$ cat src/rtl/rfb_pkg.sv
package rfb_pkg;

    // number of serial ports in each direction
    localparam int NPORT = 2;

    // transfer sequencer phases
    typedef enum logic [1:0] {
        SQ_IDLE,
        SQ_ADDR,
        SQ_WAIT,
        SQ_STREAM
    } seq_state_e;

endpackage

$ cat src/rtl/rfb_seq.sv
// Request -> address -> ready -> 32-bit stream sequencer for one direction.
module rfb_seq
    import rfb_pkg::*;
#(
    parameter int LAT  = 2,
    parameter int XLEN = 32
) (
    input  logic clk,
    input  logic rst_n,
    input  logic req,
    output logic capture,
    output logic rdy,
    output logic stream,
    output logic last_bit
);
    localparam int CMAX = (LAT > XLEN) ? LAT : XLEN;
    localparam int CW   = $clog2(CMAX + 1);

    typedef struct packed {
        seq_state_e     st;
        logic [CW-1:0]  cnt;
    } seq_t;

    seq_t s_d, s_q;

    always_comb begin
        s_d = s_q;
        unique case (s_q.st)
            SQ_IDLE: begin
                if (req) s_d.st = SQ_ADDR;
            end
            SQ_ADDR: begin
                s_d.st  = SQ_WAIT;
                s_d.cnt = CW'(2);
            end
            SQ_WAIT: begin
                if (s_q.cnt >= CW'(LAT)) begin
                    s_d.st  = SQ_STREAM;
                    s_d.cnt = '0;
                end else begin
                    s_d.cnt = s_q.cnt + CW'(1);
                end
            end
            SQ_STREAM: begin
                if (s_q.cnt == CW'(XLEN - 1)) begin
                    s_d.st  = SQ_IDLE;
                    s_d.cnt = '0;
                end else begin
                    s_d.cnt = s_q.cnt + CW'(1);
                end
            end
            default: s_d = '{st: SQ_IDLE, cnt: '0};
        endcase
    end

    always_ff @(posedge clk) begin
        if (!rst_n) s_q <= '{st: SQ_IDLE, cnt: '0};
        else        s_q <= s_d;
    end

    assign capture  = (s_q.st == SQ_ADDR);
    assign rdy      = (s_q.st == SQ_WAIT) && (s_q.cnt >= CW'(LAT));
    assign stream   = (s_q.st == SQ_STREAM);
    assign last_bit = stream && (s_q.cnt == CW'(XLEN - 1));

endmodule

$ cat src/rtl/rfb_rdpath.sv
// Per-port read shifter: parallel load at capture, LSB-first serial out.
module rfb_rdpath #(
    parameter int XLEN = 32
) (
    input  logic            clk,
    input  logic            rst_n,
    input  logic            capture,
    input  logic            stream,
    input  logic [XLEN-1:0] word,
    output logic            bit_o
);
    logic [XLEN-1:0] sh_d, sh_q;

    always_comb begin
        sh_d = sh_q;
        if (capture)     sh_d = word;
        else if (stream) sh_d = {1'b0, sh_q[XLEN-1:1]};
    end

    always_ff @(posedge clk) begin
        if (!rst_n) sh_q <= '0;
        else        sh_q <= sh_d;
    end

    assign bit_o = sh_q[0];

endmodule

$ cat src/rtl/rfb_wrpath.sv
// Per-port write collector: latches address/enable, assembles serial bits.
module rfb_wrpath #(
    parameter int XLEN = 32,
    parameter int AW   = 6
) (
    input  logic            clk,
    input  logic            rst_n,
    input  logic            capture,
    input  logic            stream,
    input  logic [AW-1:0]   addr_i,
    input  logic            en_i,
    input  logic            bit_i,
    output logic [AW-1:0]   addr_o,
    output logic            en_o,
    output logic [XLEN-1:0] word_o
);
    typedef struct packed {
        logic [AW-1:0]   addr;
        logic            en;
        logic [XLEN-1:0] sh;
    } wp_t;

    wp_t w_d, w_q;

    always_comb begin
        w_d = w_q;
        if (capture) begin
            w_d.addr = addr_i;
            w_d.en   = en_i;
        end
        if (stream) w_d.sh = {bit_i, w_q.sh[XLEN-1:1]};
    end

    always_ff @(posedge clk) begin
        if (!rst_n) w_q <= '0;
        else        w_q <= w_d;
    end

    assign addr_o = w_q.addr;
    assign en_o   = w_q.en;
    // word including the bit arriving this cycle; complete on the last bit
    assign word_o = {bit_i, w_q.sh[XLEN-1:1]};

endmodule

$ cat src/rtl/rfb_array.sv
// Storage array: combinational read mux, commit of both write ports.
module rfb_array
    import rfb_pkg::*;
#(
    parameter int XLEN  = 32,
    parameter int NREGS = 36,
    parameter int AW    = 6
) (
    input  logic            clk,
    input  logic            rst_n,
    input  logic [AW-1:0]   rd_addr [NPORT],
    output logic [XLEN-1:0] rd_word [NPORT],
    input  logic            commit,
    input  logic [AW-1:0]   wr_addr [NPORT],
    input  logic            wr_en   [NPORT],
    input  logic [XLEN-1:0] wr_word [NPORT]
);
    logic [XLEN-1:0] mem_d [NREGS];
    logic [XLEN-1:0] mem_q [NREGS];

    function automatic logic live(input logic [AW-1:0] a);
        return (a != '0) && (int'(a) < NREGS);
    endfunction

    // port order gives priority: the higher port index is applied last
    always_comb begin
        mem_d = mem_q;
        for (int p = 0; p < NPORT; p++) begin
            if (commit && wr_en[p] && live(wr_addr[p]))
                mem_d[int'(wr_addr[p])] = wr_word[p];
        end
    end

    always_ff @(posedge clk) begin
        if (!rst_n) begin
            for (int i = 0; i < NREGS; i++) mem_q[i] <= '0;
        end else begin
            mem_q <= mem_d;
        end
    end

    for (genvar p = 0; p < NPORT; p++) begin : g_rd
        assign rd_word[p] = live(rd_addr[p]) ? mem_q[int'(rd_addr[p])] : '0;
    end

endmodule

$ cat src/rtl/rfb_top.sv
// Bit-serial register file: two serial read and two serial write ports.
module rfb_top
    import rfb_pkg::*;
#(
    parameter int XLEN   = 32,
    parameter int NREGS  = 36,
    parameter int AW     = 6,
    parameter int RD_LAT = 2,
    parameter int WR_LAT = 3
) (
    input  logic          clk,
    input  logic          rst_n,
    input  logic          rd_req,
    input  logic [AW-1:0] rd_addr_a,
    input  logic [AW-1:0] rd_addr_b,
    output logic          rd_rdy,
    output logic          rd_bit_a,
    output logic          rd_bit_b,
    input  logic          wr_req,
    input  logic [AW-1:0] wr_addr_a,
    input  logic [AW-1:0] wr_addr_b,
    input  logic          wr_en_a,
    input  logic          wr_en_b,
    output logic          wr_rdy,
    input  logic          wr_bit_a,
    input  logic          wr_bit_b
);
    logic rd_cap, rd_stream, rd_last;
    logic wr_cap, wr_stream, wr_last;

    logic [AW-1:0]   rd_addr_v [NPORT];
    logic [XLEN-1:0] rd_word_v [NPORT];
    logic            rd_bit_v  [NPORT];
    logic [AW-1:0]   wr_addr_i [NPORT];
    logic            wr_en_i   [NPORT];
    logic            wr_bit_v  [NPORT];
    logic [AW-1:0]   wr_addr_q [NPORT];
    logic            wr_en_q   [NPORT];
    logic [XLEN-1:0] wr_word_v [NPORT];

    assign rd_addr_v[0] = rd_addr_a;
    assign rd_addr_v[1] = rd_addr_b;
    assign wr_addr_i[0] = wr_addr_a;
    assign wr_addr_i[1] = wr_addr_b;
    assign wr_en_i[0]   = wr_en_a;
    assign wr_en_i[1]   = wr_en_b;
    assign wr_bit_v[0]  = wr_bit_a;
    assign wr_bit_v[1]  = wr_bit_b;
    assign rd_bit_a     = rd_bit_v[0];
    assign rd_bit_b     = rd_bit_v[1];

    rfb_seq #(.LAT(RD_LAT), .XLEN(XLEN)) u_rd_seq (
        .clk(clk), .rst_n(rst_n), .req(rd_req),
        .capture(rd_cap), .rdy(rd_rdy), .stream(rd_stream), .last_bit(rd_last)
    );

    rfb_seq #(.LAT(WR_LAT), .XLEN(XLEN)) u_wr_seq (
        .clk(clk), .rst_n(rst_n), .req(wr_req),
        .capture(wr_cap), .rdy(wr_rdy), .stream(wr_stream), .last_bit(wr_last)
    );

    for (genvar p = 0; p < NPORT; p++) begin : g_port
        rfb_rdpath #(.XLEN(XLEN)) u_rd (
            .clk(clk), .rst_n(rst_n), .capture(rd_cap), .stream(rd_stream),
            .word(rd_word_v[p]), .bit_o(rd_bit_v[p])
        );
        rfb_wrpath #(.XLEN(XLEN), .AW(AW)) u_wr (
            .clk(clk), .rst_n(rst_n), .capture(wr_cap), .stream(wr_stream),
            .addr_i(wr_addr_i[p]), .en_i(wr_en_i[p]), .bit_i(wr_bit_v[p]),
            .addr_o(wr_addr_q[p]), .en_o(wr_en_q[p]), .word_o(wr_word_v[p])
        );
    end

    rfb_array #(.XLEN(XLEN), .NREGS(NREGS), .AW(AW)) u_array (
        .clk(clk), .rst_n(rst_n),
        .rd_addr(rd_addr_v), .rd_word(rd_word_v),
        .commit(wr_last), .wr_addr(wr_addr_q), .wr_en(wr_en_q), .wr_word(wr_word_v)
    );

endmodule

$ cat config.mk
export PLATFORM = sky130hd
export DESIGN_NAME = rfb_top
export DESIGN_NICKNAME = d
export VERILOG_FILES = /design/src/rtl/rfb_pkg.sv /design/src/rtl/rfb_seq.sv /design/src/rtl/rfb_rdpath.sv /design/src/rtl/rfb_wrpath.sv /design/src/rtl/rfb_array.sv /design/src/rtl/rfb_top.sv
export SDC_FILE = /design/constraint.sdc
export NUM_CORES = 2
export LEC_CHECK = 0
export ABC_CLOCK_PERIOD_IN_PS = 3100
export BUFFER_PORTS_ARGS = -buffer_cell sky130_fd_sc_hd__buf_2
export CAP_MARGIN = 15
export CORE_MARGIN = 2
export CORE_UTILIZATION = 30
export DETAILED_ROUTE_END_ITERATION = 12
export GPL_ROUTABILITY_DRIVEN = 0
export PLACE_DENSITY = 0.52
export SLEW_MARGIN = 20
export SYNTH_ARGS = -nofsm -noshare
export SYNTH_HDL_FRONTEND = slang
export SYNTH_HIERARCHICAL = 1
export SYNTH_SLANG_ARGS = --single-unit
$ cat constraint.sdc
create_clock -name clk -period 3.1 [get_ports clk]
set_input_delay 0.465 -clock clk [delete_from_list [all_inputs] [get_ports clk]]
set_output_delay 0.465 -clock clk [all_outputs]
set_load 0.05 [all_outputs]
**After elaboration in Yosys (flattened, before gate mapping)**

Cells that the tools add are included.

- Add/subtract/negate cells: 2
- $lt $le $gt $ge: 12
- Reductions and logical operators: 24
- Muxes and demuxes: 34
- Bitwise logic cells: 4
- Equality and inequality tests: 14

Operators with widths:

| kind | number |
|---|---|
| 1152-bit bitwise mux | 2 |
| 1152-bit 2-to-1 mux | 2 |
| 32-bit binary-select mux with 6-bit select | 2 |
| 32-bit demux with 6-bit select | 2 |
| 32-bit 2-to-1 mux | 12 |
| 32-bit by 7-bit >= comparator with 1-bit output, second input constant | 4 |
| 6-bit NOT with 32-bit output | 4 |
| 32-bit by 1-bit less-than comparator with 1-bit output, second input constant | 2 |
| 6-bit one-hot mux with 3 select lines | 2 |
| 6-bit less-than comparator, second input constant | 4 |
| 6-bit 2-to-1 mux | 4 |
| 6-bit nonzero test | 4 |
| 2-bit one-hot mux with 4 select lines | 2 |
| 1-bit logical AND | 13 |
| 6-bit by 1-bit adder with 6-bit output, second input constant | 2 |
| 6-bit by 5-bit == test with 1-bit output, second input constant | 2 |
| 6-bit by 2-bit >= comparator with 1-bit output, second input constant | 2 |
| 2-bit 2-to-1 mux | 6 |
| 2-bit inequality test, second input constant | 6 |
| 2-bit == test, second input constant | 4 |
| 3-bit AND reduction | 2 |
| 3-bit nonzero test | 2 |
| 2-bit by 1-bit == test with 1-bit output, second input constant | 2 |
| 2-bit zero test | 2 |
| 2-bit nonzero test | 1 |

- Logic and storage cells: 138
- Flip-flop bits (word level): 1,310

**Depth between registers and ports, before layout**

- Depth in word-level cells: 9
- Depth in mapped cells: 12
- Depth with buffers taken out: 8

**Hierarchy**

The synthesis kept the hierarchy.

Modules (own cells, without submodules):

| module | times used | cells an instance | area each (um2) |
|---|---|---|---|
| rfb_array | 1 | 7,008 | 70,163.5 |
| rfb_rdpath | 2 | 141 | 1,749.2 |
| rfb_wrpath | 2 | 124 | 1,483.9 |
| rfb_seq at u_rd_seq | 1 | 68 | 575.6 |
| rfb_seq at u_wr_seq | 1 | 57 | 509.2 |

**Least setup slack after synthesis**

Ideal clock, no wire load.

- Path type: register to register
- Start point: reg u_wr_seq/s_q[0] (netlist bit)
- End point: reg u_array/mem_q[1037] (netlist bit)
- Arrival: 2.792 ns
- Clock period less this slack: 2.938 ns
- Cell stages (with the launch flop): 12
- Setup slack: 0.162 ns
- Cells stage by stage: dfxtp_1 > ha_1 > nand4_1 > nor3b_1 > buf_4 > nand2_1 > or4b_1 > or4_1 > buf_4 > buf_2 > nor2_1 > a211oi_2

- Word-level cells in the longest chain between the ends: 7
- Elaborated cells on any way between the ends: 9
- Those cells by class: 1 x eq/ne; 3 x mux; 5 x reduce/logical

Ends and longest elaborated chain:

| element | line | text |
|---|---|---|
| from (decl) | rfb_seq.sv:24 | `seq_t s_d, s_q;` |
| from (signal assigned) | rfb_seq.sv:57 | `if (!rst_n) s_q <= '{st: SQ_IDLE, cnt: '0};` |
| 6-bit by 5-bit == test with 1-bit output * | rfb_seq.sv:64 | `assign last_bit = stream && (s_q.cnt == CW'(XLEN - 1));` |
| 1-bit logical AND * | rfb_seq.sv:64 |  |
| net wr_last | rfb_top.sv:29 | `logic wr_cap, wr_stream, wr_last;` |
| 1-bit logical AND (2 in series) | rfb_array.sv:29 | `if (commit && wr_en[p] && live(wr_addr[p]))` |
| 1152-bit 2-to-1 mux | rfb_array.sv:29 |  |
| 1152-bit bitwise mux | rfb_array.sv:30 | `mem_d[int'(wr_addr[p])] = wr_word[p];` |
| 1152-bit 2-to-1 mux * | rfb_array.sv:29 |  |
| to (signal assigned) | rfb_array.sv:38 | `mem_q <= mem_d;` |
| to (decl) | rfb_array.sv:19 | `logic [XLEN-1:0] mem_q [NREGS];` |

The timed path passes the listed nets; every way through them passes the cells marked *.
A chain may end at the register's enable or synchronous reset.

**Final worst setup path**

- Start point: reg u_wr_seq/s_q[1] (netlist bit)
- End point: reg u_array/mem_q[481] (netlist bit)

Same word-level chain as after synthesis.

==> impl_metrics.json <==
{
  "critical_path.max_stage_delay_ns": 0.43,
  "fmaxAchievable_mhz": 320,
  "start_kind": "flop",
  "vias": 66600,
  "p_sw_frac": 0.280,
  "grt_antenna_before_repair": 9,
  "critical_path_class": "reg -> reg",
  "grt_max_degree": 89,
  "setup_viol": 3,
  "dp.cells": 10500,
  "cts_tree": "done",
  "gr-total-overflow": 0,
  "slowest_stage": "nor3b_4",
  "intPower_w": 0.0307,
  "antenna_left": 0,
  "p_clk_frac": 0.458,
  "clk_latency_ns": 0.83,
  "wl_um": 345000,
  "grt_pass1_wl_um": 488000,
  "clk_pin_slew_ns": 0.06,
  "hpwlAfterDp_um": 208000,
  "start_util": 0.302,
  "final_util": 0.349,
  "cp.required_ns": 3.82,
  "synth_area_um2": 77700,
  "core_um2": 257000,
  "routedWlPerCell_um": 31.8,
  "regArea_um2": 26200,
  "placement.io_buffers": 35,
  "synth.net_count": 7706,
  "drive_gt1_frac": 0.217,
  "min-delay-start": "wr_addr_a[1]",
  "dieHeight_um": 513,
  "cp-end-kind": "flop",
  "relSlewSlack": 0.255,
  "io_pins": 36,
  "status": "finished, violations left",
  "fin_worst_skew_ns": 0.0308,
  "cts.htree.levels": 4,
  "rows": 186,
  "first_pass_iters": 8,
  "path_delay_family": "simple AND/OR/NAND/NOR gates",
  "grt_usage": 0.254,
  "dieArea_um2": 263000,
  "cp_max_fo": 16,
  "drt_iter0_drc": 8142,
  "slew_viol_final": 0,
  "ir_drop_v": 0.000487,
  "max_cap_violations": 0,
  "crit-reg2reg-launch": "u_wr_seq/s_q[1]",
  "yosysWarnings": 6,
  "combPwrFrac": 0.122,
  "layoutNonFillerInstCount": 10900,
  "critPathLaunch": "u_wr_seq/s_q[1]",
  "p_sw_w": 0.0119,
  "fin_crit_ns": 3.12,
  "hold_viol_final": 0,
  "crit_top_cell": "buf_12",
  "multi_input_area_um2": 47600,
  "failed_checks": "setup timing",
  "crit_path_cell_trace": "ha_4 -> nand4_1 -> nor3b_4 -> buf_12 -> buf_4 -> and3b_1 -> nand3b_1 -> buf_6 -> nor2_4 -> buf_12 -> mux2i_1 -> a211oi_1",
  "worst_pin_slew_ns": 1.12,
  "p_per_area_nw_per_um2": 475,
  "leakage_nw": 36.8,
  "root_buffer": "clkbuf_16",
  "area.growth.synth_to_final_pct": 15.4,
  "timing.final.ws_setup_ns": -0.0218,
  "period_share": 1.01,
  "final_nets": 7395,
  "worstPathArrival_ns": 3.84,
  "cts_made_buffers": 157,
  "grt_pass1_vias": 64200,
  "worstHoldPathType": "in -> reg",
  "rsz0062_at_grt": "true",
  "die_w_um": 513,
  "vias_per_cell": 6.13,
  "synth_cells": 7661,
  "drc_errors": 0,
  "fillers": 25300,
  "p_seq_frac": 0.421,
  "crit_buf_inv": 4,
  "cts_buffer_depth": 3,
  "cts.sinks": 1308,
  "syn_avg_cell_area_um2": 10.1
}
[sequential cells by signal (all words and copies together), names as in the netlist]
register	count
g_port.u_wr/en_o	2
u_array/mem_q	1152
g_port.u_wr/word_o	62
g_port.u_rd/sh_q	64
u_wr_seq/s_q	8
u_rd_seq/s_q	8
g_port.u_wr/addr_o	12
[through the flow]
| step | hold WS [ns] | worst slack, ns | cell area [um2] | TNS, ns | total power [W] |
|---|---|---|---|---|---|
| 2_1_floorplan | 0.443 | 0.162 | 77700 | 0 | 0.0211 |
| 3_3_place_gp | 0.456 | -0.147 | 83800 | -4.50 | 0.0232 |
| 3_5_place_dp | 0.462 | -0.172 | 83800 | -6.43 | 0.0233 |
| 4_1_cts | 0.0267 | -0.0526 | 89700 | -0.163 | 0.0426 |
| 5_1_grt | 0.0550 | -0.0739 | 89700 | -2.58 | 0.0436 |
| 6_report | 0.0680 | -0.0218 | 89700 | -0.0349 | 0.0426 |
[final cells by class]
class / count / share of cell area
diodes: 1 / 0.0000279
multi-input cells: 5329 / 0.531
well taps: 3384 / 0.0472
flip-flops and latches: 1308 / 0.292
inverters: 21 / 0.000962
clock inverters: 57 / 0.00856
repair buffers: 533 / 0.0699
clock buffers: 223 / 0.0505
[tightest hold or removal path: stages]
cell and delay, ns:
buf_2 0.17, mux2i_1 0.15, nor2b_1 0.06
[power by group through the flow]
stage | sequential, W | clock (W) | combinational, W
after floorplan | 0.0178 | 0 | 0.00333
after global placement | 0.0182 | 0 | 0.00498
after detailed placement | 0.0182 | 0 | 0.00502
after CTS | 0.0179 | 0.0197 | 0.00507
after global routing | 0.0179 | 0.0203 | 0.00537
final | 0.0179 | 0.0195 | 0.00519
[final timing paths]
| check | slack, ns | cells after the start | end |
|---|---|---|---|
| max | -0.02 | 12 | u_array/mem_q[481] |
| min | 0.07 | 3 | g_port[0].u_wr/addr_o[1] |
| max reg2reg | -0.02 | 12 | u_array/mem_q[481] |
| min reg2reg | 0.48 | 1 | u_array/mem_q[1126] |
[repair_timing]
| item | CTS | global route |
|---|---|---|
| hold buffers | 10 | 0 |
| resized for setup | 39 | 11 |
| buffers inserted | 23 | 1 |
| setup endpoints to repair | 79 | 48 |
| gates cloned | 6 | 0 |
| hold endpoints to repair | 10 | 0 |
| pin swaps | 6 | 7 |
[layer usage]
metal	part of all wire	track usage
met1	0.40	0.331
met2	0.44	0.391
met3	0.097	0.0524
met4	0.066	0.145
met5	0.00012	0
[cell usage in the layout (no fill, tap or decap), types with 24 or more instances in the layout]
master     count
a211oi_1     962
o211a_1      109
nor2_2        24
nand2_4       28
nand3_1      176
clkbuf_8      29
mux2_4        58
buf_2         26
mux4_2       577
a311oi_1      96
nand2b_1      79
buf_4        311
buf_12       170
nor2_1      1166
a211oi_2      64
a211o_1       47
nand2_1      226
and2_1        32
nor2b_1       88
mux2i_1     1268
or2b_1        40
a22oi_1       50
dfxtp_1     1300
clkbuf_16    161
clkbuf_1      35
(Power assumes the default switching activity.)
